===== src/rtl/dma_pkg.sv =====
`timescale 1ns/1ps
package dma_pkg;
  localparam int NBUF      = 2;
  localparam int OFF_SET   = 'h00;
  localparam int OFF_CLR   = 'h04;
  localparam int OFF_PADDR = 'h08;
  localparam int OFF_BASE0 = 'h0C;   // buffer b start at OFF_BASE0 + 8*b
  localparam int OFF_CNT0  = 'h10;   // buffer b count at OFF_CNT0 + 8*b
  localparam int OFF_STEP  = 8;

  localparam int B_AB    = 4;
  localparam int B_RUN   = 5;
  localparam int B_HALT  = 6;
  localparam int B_IE    = 7;
  localparam int B_WID   = 9;
  localparam int B_DIR   = 12;
  localparam int B_DEVID = 16;

  typedef enum logic {S_IDLE = 1'b0, S_BUSY = 1'b1} seq_state_e;
endpackage


===== src/rtl/dma_buf_desc.sv =====
`timescale 1ns/1ps
module dma_buf_desc #(
  parameter int ADDR_W = 32,
  parameter int CNT_W  = 16,
  parameter int DATA_W = 32
) (
  input  logic              clk,
  input  logic              rst_n,
  input  logic              ld_addr,
  input  logic              ld_cnt,
  input  logic [DATA_W-1:0] wdata,
  input  logic              step,
  input  logic [2:0]        step_bytes,
  output logic [ADDR_W-1:0] addr_q,
  output logic [CNT_W-1:0]  cnt_q
);
  logic [ADDR_W-1:0] addr_d;
  logic [CNT_W-1:0]  cnt_d;
  logic              addr_en, cnt_en;

  always_comb begin
    addr_en = ld_addr | step;
    cnt_en  = ld_cnt  | step;
    addr_d  = ld_addr ? ADDR_W'(wdata) : addr_q + ADDR_W'(step_bytes);
    cnt_d   = ld_cnt  ? wdata[CNT_W-1:0] : cnt_q - CNT_W'(1);
  end

  always_ff @(posedge clk or negedge rst_n) begin
    if (!rst_n) begin
      addr_q <= '0;
      cnt_q  <= '0;
    end else begin
      if (addr_en) addr_q <= addr_d;
      if (cnt_en)  cnt_q  <= cnt_d;
    end
  end
endmodule


===== src/rtl/dma_seq.sv =====
`timescale 1ns/1ps
module dma_seq
  import dma_pkg::*;
(
  input  logic clk,
  input  logic rst_n,
  input  logic run,
  input  logic act_en,
  input  logic act_zero,
  input  logic dev_req,
  input  logic mem_gnt,
  output logic mem_req,
  output logic dev_ack,
  output logic step,
  output logic finish,
  output logic halted
);
  seq_state_e state_q, state_d;
  logic       halted_d;

  always_comb begin
    state_d = state_q;
    mem_req = (state_q == S_BUSY);
    step    = mem_req & mem_gnt;
    dev_ack = step;
    finish  = (state_q == S_IDLE) & run & act_en & act_zero;
    if (state_q == S_IDLE) begin
      if (run && act_en && !act_zero && dev_req) state_d = S_BUSY;
    end else if (mem_gnt) begin
      state_d = S_IDLE;
    end
    halted_d = halted;
    if (run)                        halted_d = 1'b0;
    else if (state_q == S_IDLE)     halted_d = 1'b1;
  end

  always_ff @(posedge clk or negedge rst_n) begin
    if (!rst_n) begin
      state_q <= S_IDLE;
      halted  <= 1'b1;
    end else begin
      state_q <= state_d;
      halted  <= halted_d;
    end
  end
endmodule


===== src/rtl/pingpong_dma_chan.sv =====
`timescale 1ns/1ps
module pingpong_dma_chan
  import dma_pkg::*;
#(
  parameter int ADDR_W = 32,
  parameter int CNT_W  = 16,
  parameter int DATA_W = 32,
  parameter int REG_AW = 5
) (
  input  logic              clk,
  input  logic              rst_n,
  input  logic              reg_wr,
  input  logic [REG_AW-1:0] reg_addr,
  input  logic [DATA_W-1:0] reg_wdata,
  output logic [DATA_W-1:0] reg_rdata,
  input  logic              dev_req,
  output logic              dev_ack,
  output logic [ADDR_W-1:0] dev_fifo_addr,
  output logic              mem_req,
  input  logic              mem_gnt,
  output logic [ADDR_W-1:0] mem_addr,
  output logic              mem_write,
  output logic [1:0]        mem_size,
  output logic              irq
);
  logic [NBUF-1:0]   en_q, en_d, dn_q, dn_d, cnt_zero;
  logic              ab_q, ab_d, run_q, run_d, ie_q, ie_d, dir_q, dir_d;
  logic [1:0]        wid_q, wid_d;
  logic [3:0]        dev_q, dev_d;
  logic [ADDR_W-1:0] paddr_q;
  logic [DATA_W-1:0] set_v, clr_v;
  logic              set_hit, clr_hit, ctl_en, paddr_en;
  logic              step, finish, halted;
  logic [2:0]        step_bytes;
  logic [ADDR_W-1:0] buf_addr [NBUF];
  logic [CNT_W-1:0]  buf_cnt  [NBUF];

  // descriptors, one per buffer
  for (genvar b = 0; b < NBUF; b++) begin : g_buf
    dma_buf_desc #(.ADDR_W(ADDR_W), .CNT_W(CNT_W), .DATA_W(DATA_W)) u_desc (
      .clk        (clk),
      .rst_n      (rst_n),
      .ld_addr    (reg_wr && reg_addr == REG_AW'(OFF_BASE0 + OFF_STEP*b)),
      .ld_cnt     (reg_wr && reg_addr == REG_AW'(OFF_CNT0  + OFF_STEP*b)),
      .wdata      (reg_wdata),
      .step       (step && (ab_q == 1'(b))),
      .step_bytes (step_bytes),
      .addr_q     (buf_addr[b]),
      .cnt_q      (buf_cnt[b])
    );
    assign cnt_zero[b] = (buf_cnt[b] == '0);
  end

  dma_seq u_seq (
    .clk      (clk),
    .rst_n    (rst_n),
    .run      (run_q),
    .act_en   (en_q[ab_q]),
    .act_zero (cnt_zero[ab_q]),
    .dev_req  (dev_req),
    .mem_gnt  (mem_gnt),
    .mem_req  (mem_req),
    .dev_ack  (dev_ack),
    .step     (step),
    .finish   (finish),
    .halted   (halted)
  );

  // control word next state
  always_comb begin
    set_hit  = reg_wr && (reg_addr == REG_AW'(OFF_SET));
    clr_hit  = reg_wr && (reg_addr == REG_AW'(OFF_CLR));
    paddr_en = reg_wr && (reg_addr == REG_AW'(OFF_PADDR));
    set_v    = set_hit ? reg_wdata : '0;
    clr_v    = clr_hit ? reg_wdata : '0;
    ctl_en   = set_hit | clr_hit | finish;
    run_d    = (run_q | set_v[B_RUN]) & ~clr_v[B_RUN];
    ie_d     = (ie_q  | set_v[B_IE])  & ~clr_v[B_IE];
    dir_d    = (dir_q | set_v[B_DIR]) & ~clr_v[B_DIR];
    wid_d    = (wid_q | set_v[B_WID+:2]) & ~clr_v[B_WID+:2];
    dev_d    = (dev_q | set_v[B_DEVID+:4]) & ~clr_v[B_DEVID+:4];
    ab_d     = ab_q ^ finish;
    for (int b = 0; b < NBUF; b++) begin
      en_d[b] = (en_q[b] | set_v[2*b]) & ~clr_v[2*b];
      dn_d[b] = dn_q[b] & ~clr_v[2*b+1];
      if (finish && (ab_q == 1'(b))) begin
        en_d[b] = 1'b0;
        dn_d[b] = 1'b1;
      end
    end
  end

  always_ff @(posedge clk or negedge rst_n) begin
    if (!rst_n) begin
      en_q  <= '0;
      dn_q  <= '0;
      ab_q  <= 1'b0;
      run_q <= 1'b0;
      ie_q  <= 1'b0;
      dir_q <= 1'b0;
      wid_q <= '0;
      dev_q <= '0;
    end else if (ctl_en) begin
      en_q  <= en_d;
      dn_q  <= dn_d;
      ab_q  <= ab_d;
      run_q <= run_d;
      ie_q  <= ie_d;
      dir_q <= dir_d;
      wid_q <= wid_d;
      dev_q <= dev_d;
    end
  end

  always_ff @(posedge clk or negedge rst_n) begin
    if (!rst_n)        paddr_q <= '0;
    else if (paddr_en) paddr_q <= ADDR_W'(reg_wdata);
  end

  // outputs and read mux
  always_comb begin
    step_bytes    = (wid_q == 2'd0) ? 3'd1 : (wid_q == 2'd1) ? 3'd2 : 3'd4;
    mem_addr      = buf_addr[ab_q];
    mem_write     = dir_q;
    mem_size      = wid_q;
    dev_fifo_addr = paddr_q;
    irq           = ie_q & (|dn_q);
    case (reg_addr)
      REG_AW'(OFF_SET): reg_rdata = DATA_W'({12'b0, dev_q, 3'b0, dir_q, 1'b0, wid_q, 1'b0,
                                             ie_q, halted, run_q, ab_q, dn_q[1], en_q[1],
                                             dn_q[0], en_q[0]});
      REG_AW'(OFF_PADDR):               reg_rdata = DATA_W'(paddr_q);
      REG_AW'(OFF_BASE0):               reg_rdata = DATA_W'(buf_addr[0]);
      REG_AW'(OFF_CNT0):                reg_rdata = DATA_W'(buf_cnt[0]);
      REG_AW'(OFF_BASE0 + OFF_STEP):    reg_rdata = DATA_W'(buf_addr[1]);
      REG_AW'(OFF_CNT0 + OFF_STEP):     reg_rdata = DATA_W'(buf_cnt[1]);
      default:                          reg_rdata = '0;
    endcase
  end
endmodule


===== config.mk =====
export PLATFORM = sky130hd
export DESIGN_NAME = pingpong_dma_chan
export DESIGN_NICKNAME = d
export VERILOG_FILES = /design/src/rtl/dma_pkg.sv /design/src/rtl/dma_buf_desc.sv /design/src/rtl/dma_seq.sv /design/src/rtl/pingpong_dma_chan.sv
export SDC_FILE = /design/constraint.sdc
export NUM_CORES = 1
export LEC_CHECK = 0
export BUFFER_PORTS_ARGS = -buffer_cell sky130_fd_sc_hd__buf_2
export CAP_MARGIN = 5
export CORE_MARGIN = 1.5
export CORE_UTILIZATION = 45
export CTS_CLUSTER_DIAMETER = 150
export DETAILED_ROUTE_END_ITERATION = 12
export PLACE_DENSITY = 0.72
export SLEW_MARGIN = 5
export SYNTH_ARGS = -nofsm -noshare
export SYNTH_HDL_FRONTEND = slang
export SYNTH_SLANG_ARGS = --single-unit

===== constraint.sdc =====
create_clock -name clk -period 2.34 [get_ports clk]
set_clock_uncertainty 0.15 [all_clocks]
set_input_delay 0.117 -clock clk [delete_from_list [all_inputs] [get_ports clk]]
set_output_delay 0.117 -clock clk [all_outputs]
set_load 0.01 [all_outputs]

# Yosys cells after proc, flatten, opt, wreduce, memory -nomap -nowiden
# Cells that the tools add are included.
# op_classes
n_bitwise	40
n_addsub	4
magnitude_cmp	2
reduce_logical	20
muxes	25
eq_ne	8
# ops
cell	count
one-hot mux 32 bit (6 select lines)	1
2-to-1 mux 32 bit	5
adder 32 x 3 -> 32 bit	2
2-to-1 mux 20 bit	2
zero test 16 bit	2
2-to-1 mux 16 bit	2
subtractor 16 x 1 -> 16 bit, second input constant	2
== test 5 bit, second input constant	3
logical AND 1 bit	14
2-to-1 mux 1 bit	13
AND 1 bit	12
OR 1 bit	11
== test 5 x 4 -> 1 bit, second input constant	2
NOT 1 bit	9
2-to-1 mux 3 bit	2
== test 5 x 3 -> 1 bit, second input constant	1
zero test 5 bit	1
AND 4 bit	1
NOT 4 bit	1
OR 4 bit	1
AND 2 bit	1
== test 2 x 1 -> 1 bit, second input constant	1
>= comparator 2 bit, second input constant	1
zero test 2 bit	1
8 further kinds	8
# totals
register_bits	144

# Logic depth before layout (Yosys ltp)
# logic_depth
ltp_word	8
depth_mapped	12

# By module
# From an unflattened synthesis, not the netlist that was laid out.
# hier_totals
cells_unflattened	1006
hier_area_um2	9242.6
# by_module_without_submodules
mod	seq_area_each_um2	instances	cells_each	area_per_inst_um2
pingpong_dma_chan	1151.1	1	311	3234.4
dma_buf_desc at g_buf[0].u_desc	1201.2	1	341	2966.6
dma_buf_desc at g_buf[1].u_desc	1201.2	1	345	2939.1
dma_seq	51.3	1	9	102.6

# Worst setup path before layout
# OpenSTA, ideal clock, no wires.
# synth_timing
kind	reg-to-reg
start	register wid_q[1], in the netlist mem_size[1]
end	register g_buf[1].u_desc.addr_q[16]
t_required_ps	2053
arrival_time_ps	2331
path_slack_ps	-278
path_stages_with_launch	13
path_buffers	2
setup_time_ps	137
cell_sequence	dfrtp_1 -> buf_2 -> inv_1 -> nand2_1 -> xnor2_1 -> ha_1 -> a211oi_1 -> nor4b_4 -> and3_1 -> buf_4 -> and3_1 -> xnor2_1 -> a21oi_1
# synth_between
elab_chain_cells	5
# synth_lines
item	line_no	source
start: declaration	pingpong_dma_chan.sv:28	logic [1:0] wid_q, wid_d;
start signal: assignment	pingpong_dma_chan.sv:110	wid_q <= wid_d;
== test 2 x 1 -> 1 bit	pingpong_dma_chan.sv:122	step_bytes = (wid_q == 2'd0) ? 3'd1 : (wid_q == 2'd1) ? 3'd2 : 3'd4;
2-to-1 mux 3 bit	pingpong_dma_chan.sv:122	
2-to-1 mux 3 bit (*)	pingpong_dma_chan.sv:122	
adder 32 x 3 -> 32 bit (*)	dma_buf_desc.sv:24	addr_d = ld_addr ? ADDR_W'(wdata) : addr_q + ADDR_W'(step_bytes);
2-to-1 mux 32 bit (*)	dma_buf_desc.sv:24	
end signal: assignment	dma_buf_desc.sv:33	if (addr_en) addr_q <= addr_d;
end: declaration	dma_buf_desc.sv:14	output logic [ADDR_W-1:0] addr_q,
# Mark *: on every way between the ends. The rest lies on a longest branch, timed or not.
# A chain may end at the register's enable or synchronous reset.

# Final worst setup path
# Ends and elaborated chain as after synthesis.

==> results.sh <==
export IMPL_die_h_um=140
export IMPL_worstPathCellList="inv_2 > nand2_4 > xnor2_2 > ha_2 > a211oi_2 > nor4b_4 > and3_4 > buf_12 > and3_4 > xnor2_1 > a21oi_1"
export IMPL_highest_layer="met4"
export IMPL_detail_route_antenna_nets=0
export IMPL_final_nets=1171
export IMPL_cp_end_kind="flop"
export IMPL_maxCapViolCount=0
export IMPL_synth_seq_cells=144
export IMPL_cts_sinks=144
export IMPL_final_cell_mix="buf_2, dfrtp_1, nand2_1, nor2_1, a21oi_1"
export IMPL_setup_violations=4
export IMPL_fmax_mhz=422
export IMPL_ir_drop_mv=0.663
export IMPL_power_density_nw_per_um2=833
export IMPL_wl_um=28300
export IMPL_area_growth_pct=29.7
export IMPL_gp_congestion=0.958
export IMPL_synthCells=905
export IMPL_critPathBufInv=2
export IMPL_portBuffers=143
export IMPL_avgSynthCellArea_um2=9.36
export IMPL_dieArea_um2=19700
export IMPL_synth_edf_count=0
export IMPL_drive_above_1_share=0.313
export IMPL_synthSimpleGateAreaFrac=0.190
export IMPL_wl_per_cell_um=20.7
export IMPL_ys_types=63
export IMPL_final_core_util=0.603
export IMPL_syn_area_um2=8470
export IMPL_dieWidth_um=140
export IMPL_maxSlewHeadroom=0.575
export IMPL_start_kind="flop"
export IMPL_cpPeakStageDelay_ps=440
export IMPL_criticalPathCategory="reg2reg"
export IMPL_synth_xor_area_share=0.0962
export IMPL_worstSkewPairLatency_ps=440
export IMPL_worst_slack_ps=-30.8
export IMPL_via_per_inst=5.91
export IMPL_ios=144
export IMPL_post_route_period_util=1.01
export IMPL_cp_slowest_cell="dfrtp_2"
export IMPL_reg2reg_slack_ps=-30
export IMPL_hpwl_um=19400
export IMPL_worst_pin_slew_ps=637
export IMPL_synth_async_sr_flop_share=1.00
export IMPL_grt_antenna_before_repair=3
export IMPL_routed_wl_met2_um=13000
export IMPL_yosysSeqAreaShare=0.426
export IMPL_synth_top_family_by_area="simple AND/OR/NAND/NOR gates"
export IMPL_vias=8060
export IMPL_synth_fa_ha_area_frac=0.0118
export IMPL_fin_crit_ps=2370
export IMPL_clk_pin_slew_worst_paths_ps=60
export IMPL_wl_met3_um=2190
export IMPL_crit_arrival_ps=2530
export IMPL_tritoncts_num_buffers=17
export IMPL_violations="setup timing"
export IMPL_clockBufferDepth=2
export IMPL_critical_path_peak_fanout=9
export IMPL_grt_pass1_vias=7744
export IMPL_status="complete, but fails checks"
export IMPL_final_max_slew_viol_count=0
export IMPL_cts_tree="done"
export IMPL_start_util=0.465
export IMPL_grt_setup_unrepaired="true"
export IMPL_met1_length_um=12100
export IMPL_synth_nets=955
export IMPL_grtUsageTotal=0.291
export IMPL_root_buffer="clkbuf_16"
export IMPL_grt_pass1_wl_um=43900
export IMPL_grt_max_degree=63
export IMPL_gr_total_overflow=0
export IMPL_final_common_cell="buf_2"
export IMPL_n_fill_cell=1513
export IMPL_num_rows=49
export IMPL_hold_viol_final=0
export IMPL_crit_required_ps=2500
export IMPL_synth_compound_area_frac=0.155
export IMPL_drt_iter0_markers=836
export IMPL_drtPass1Iterations=6
export IMPL_hp_class="in2async"
export IMPL_synthFlopType="dfrtp_1"
export IMPL_p_leak_nw=4.92
export IMPL_ys_warn_count=0
export IMPL_cp_common_cell="and3_4"
export IMPL_cp_top_family="simple AND/OR/NAND/NOR gates"
export IMPL_power_mw=9.14
export IMPL_htree_levels=4
export IMPL_drc_errors=0
export IMPL_core_um2=18200
export IMPL_muxShareOfSynthArea=0.0847
path summary, 6_finish.rpt:
check,start,to,cells after the start
max,mem_size[1]$_DFFE_PN0P_,g_buf[1].u_desc.addr_q[16]$_DFFE_PN0P_,11
min,rst_n,dev_fifo_addr[23]$_DFFE_PN0P_,2
max reg2reg,mem_size[1]$_DFFE_PN0P_,g_buf[1].u_desc.addr_q[16]$_DFFE_PN0P_,11
min reg2reg,run_q$_DFFE_PN0P_,u_seq.halted$_DFFE_PN1P_,1
max in group asynchronous,rst_n,ie_q$_DFFE_PN0P_,3
min in group clk,reg_wr,dev_fifo_addr[19]$_DFFE_PN0P_,4
registers in the layout, indices dropped and copies added (netlist names), 2 cells and up:
register / cells
g_buf.u_desc.cnt_q: 32
en_q: 2
dev_fifo_addr: 32
g_buf.u_desc.addr_q: 64
mem_size: 2
dev_q: 4
dn_q: 2
stage by stage:
stage	instances	hold WS, ps	worst slack, ps	instance area, um2	TNS (ps)
3_3_place_gp	1292	5.06	19.0	9870	0
3_5_place_dp	1292	7.68	-40.6	9870	-66.4
2_1_floorplan	905	-329	-84.6	8490	-214
6_report	1364	83.4	-30.8	11000	-58.5
4_1_cts	1358	116	18.0	10800	0
5_1_grt	1363	165	-153	11000	-1340
cells by family after synthesis:
logic type      after synthesis
fa+ha+maj                     8
buf+inv                      79
mux                          64
compound gates              207
xor+xnor                     93
simple gates                310
flops                       144
what timing repair did:
item / CTS / global route
hold endpoints to repair: 200 / 0
endpoints found under the setup margin: 3 / 30
resized for setup: 2 / 20
cloned: 0 / 1
setup buffers: 1 / 2
pin swaps: 2 / 11
hold buffers: 35 / 0
power breakdown:
group | switching, mW | internal [mW]
clock network | 1.10 | 1.75
logic | 1.25 | 1.24
registers | 0.749 | 3.06
synthesized netlist by cell type, types with 3 or more instances:
cell / count / share of area
and2_1: 7 / 0.0052
xor2_1: 43 / 0.044
o21ai_1: 5 / 0.0030
a21oi_1: 77 / 0.046
nor2_1: 85 / 0.038
nor4_1: 14 / 0.010
xnor2_1: 50 / 0.052
o21ai_0: 43 / 0.025
a22oi_1: 38 / 0.034
nor3_1: 13 / 0.0077
mux2_2: 61 / 0.081
ha_1: 8 / 0.012
inv_1: 26 / 0.012
a21o_1: 3 / 0.0027
nand3_1: 37 / 0.022
a211oi_1: 3 / 0.0027
a222oi_1: 17 / 0.020
nand2_1: 89 / 0.039
mux2i_1: 3 / 0.0035
and3_1: 13 / 0.0096
nand2b_1: 4 / 0.0030
a22o_1: 6 / 0.0062
dfrtp_1: 143 / 0.42
nand4_1: 16 / 0.012
buf_1: 4 / 0.0018
buf_2: 8 / 0.0047
a221o_1: 4 / 0.0047
clkbuf_1: 39 / 0.017
routing by layer:
layer	global-route usage	vias to the layer above
met1	0.398	3939
met5	0	-
met3	0.0506	61
li1	-	3678
met2	0.456	382
met4	0.125	0
cell type report:
cell class | instances | area [um2] | share of cell area
inverters | 26 | 97.6 | 0.00889
multi-input cells | 682 | 4710 | 0.429
clock buffers | 21 | 470 | 0.0428
well taps | 229 | 287 | 0.0261
diodes | 3 | 7.51 | 0.000684
repair buffers | 250 | 1670 | 0.152
clock inverters | 9 | 134 | 0.0122
flip-flops and latches | 144 | 3610 | 0.328
No activity file was read; power rests on OpenSTA's default activity.
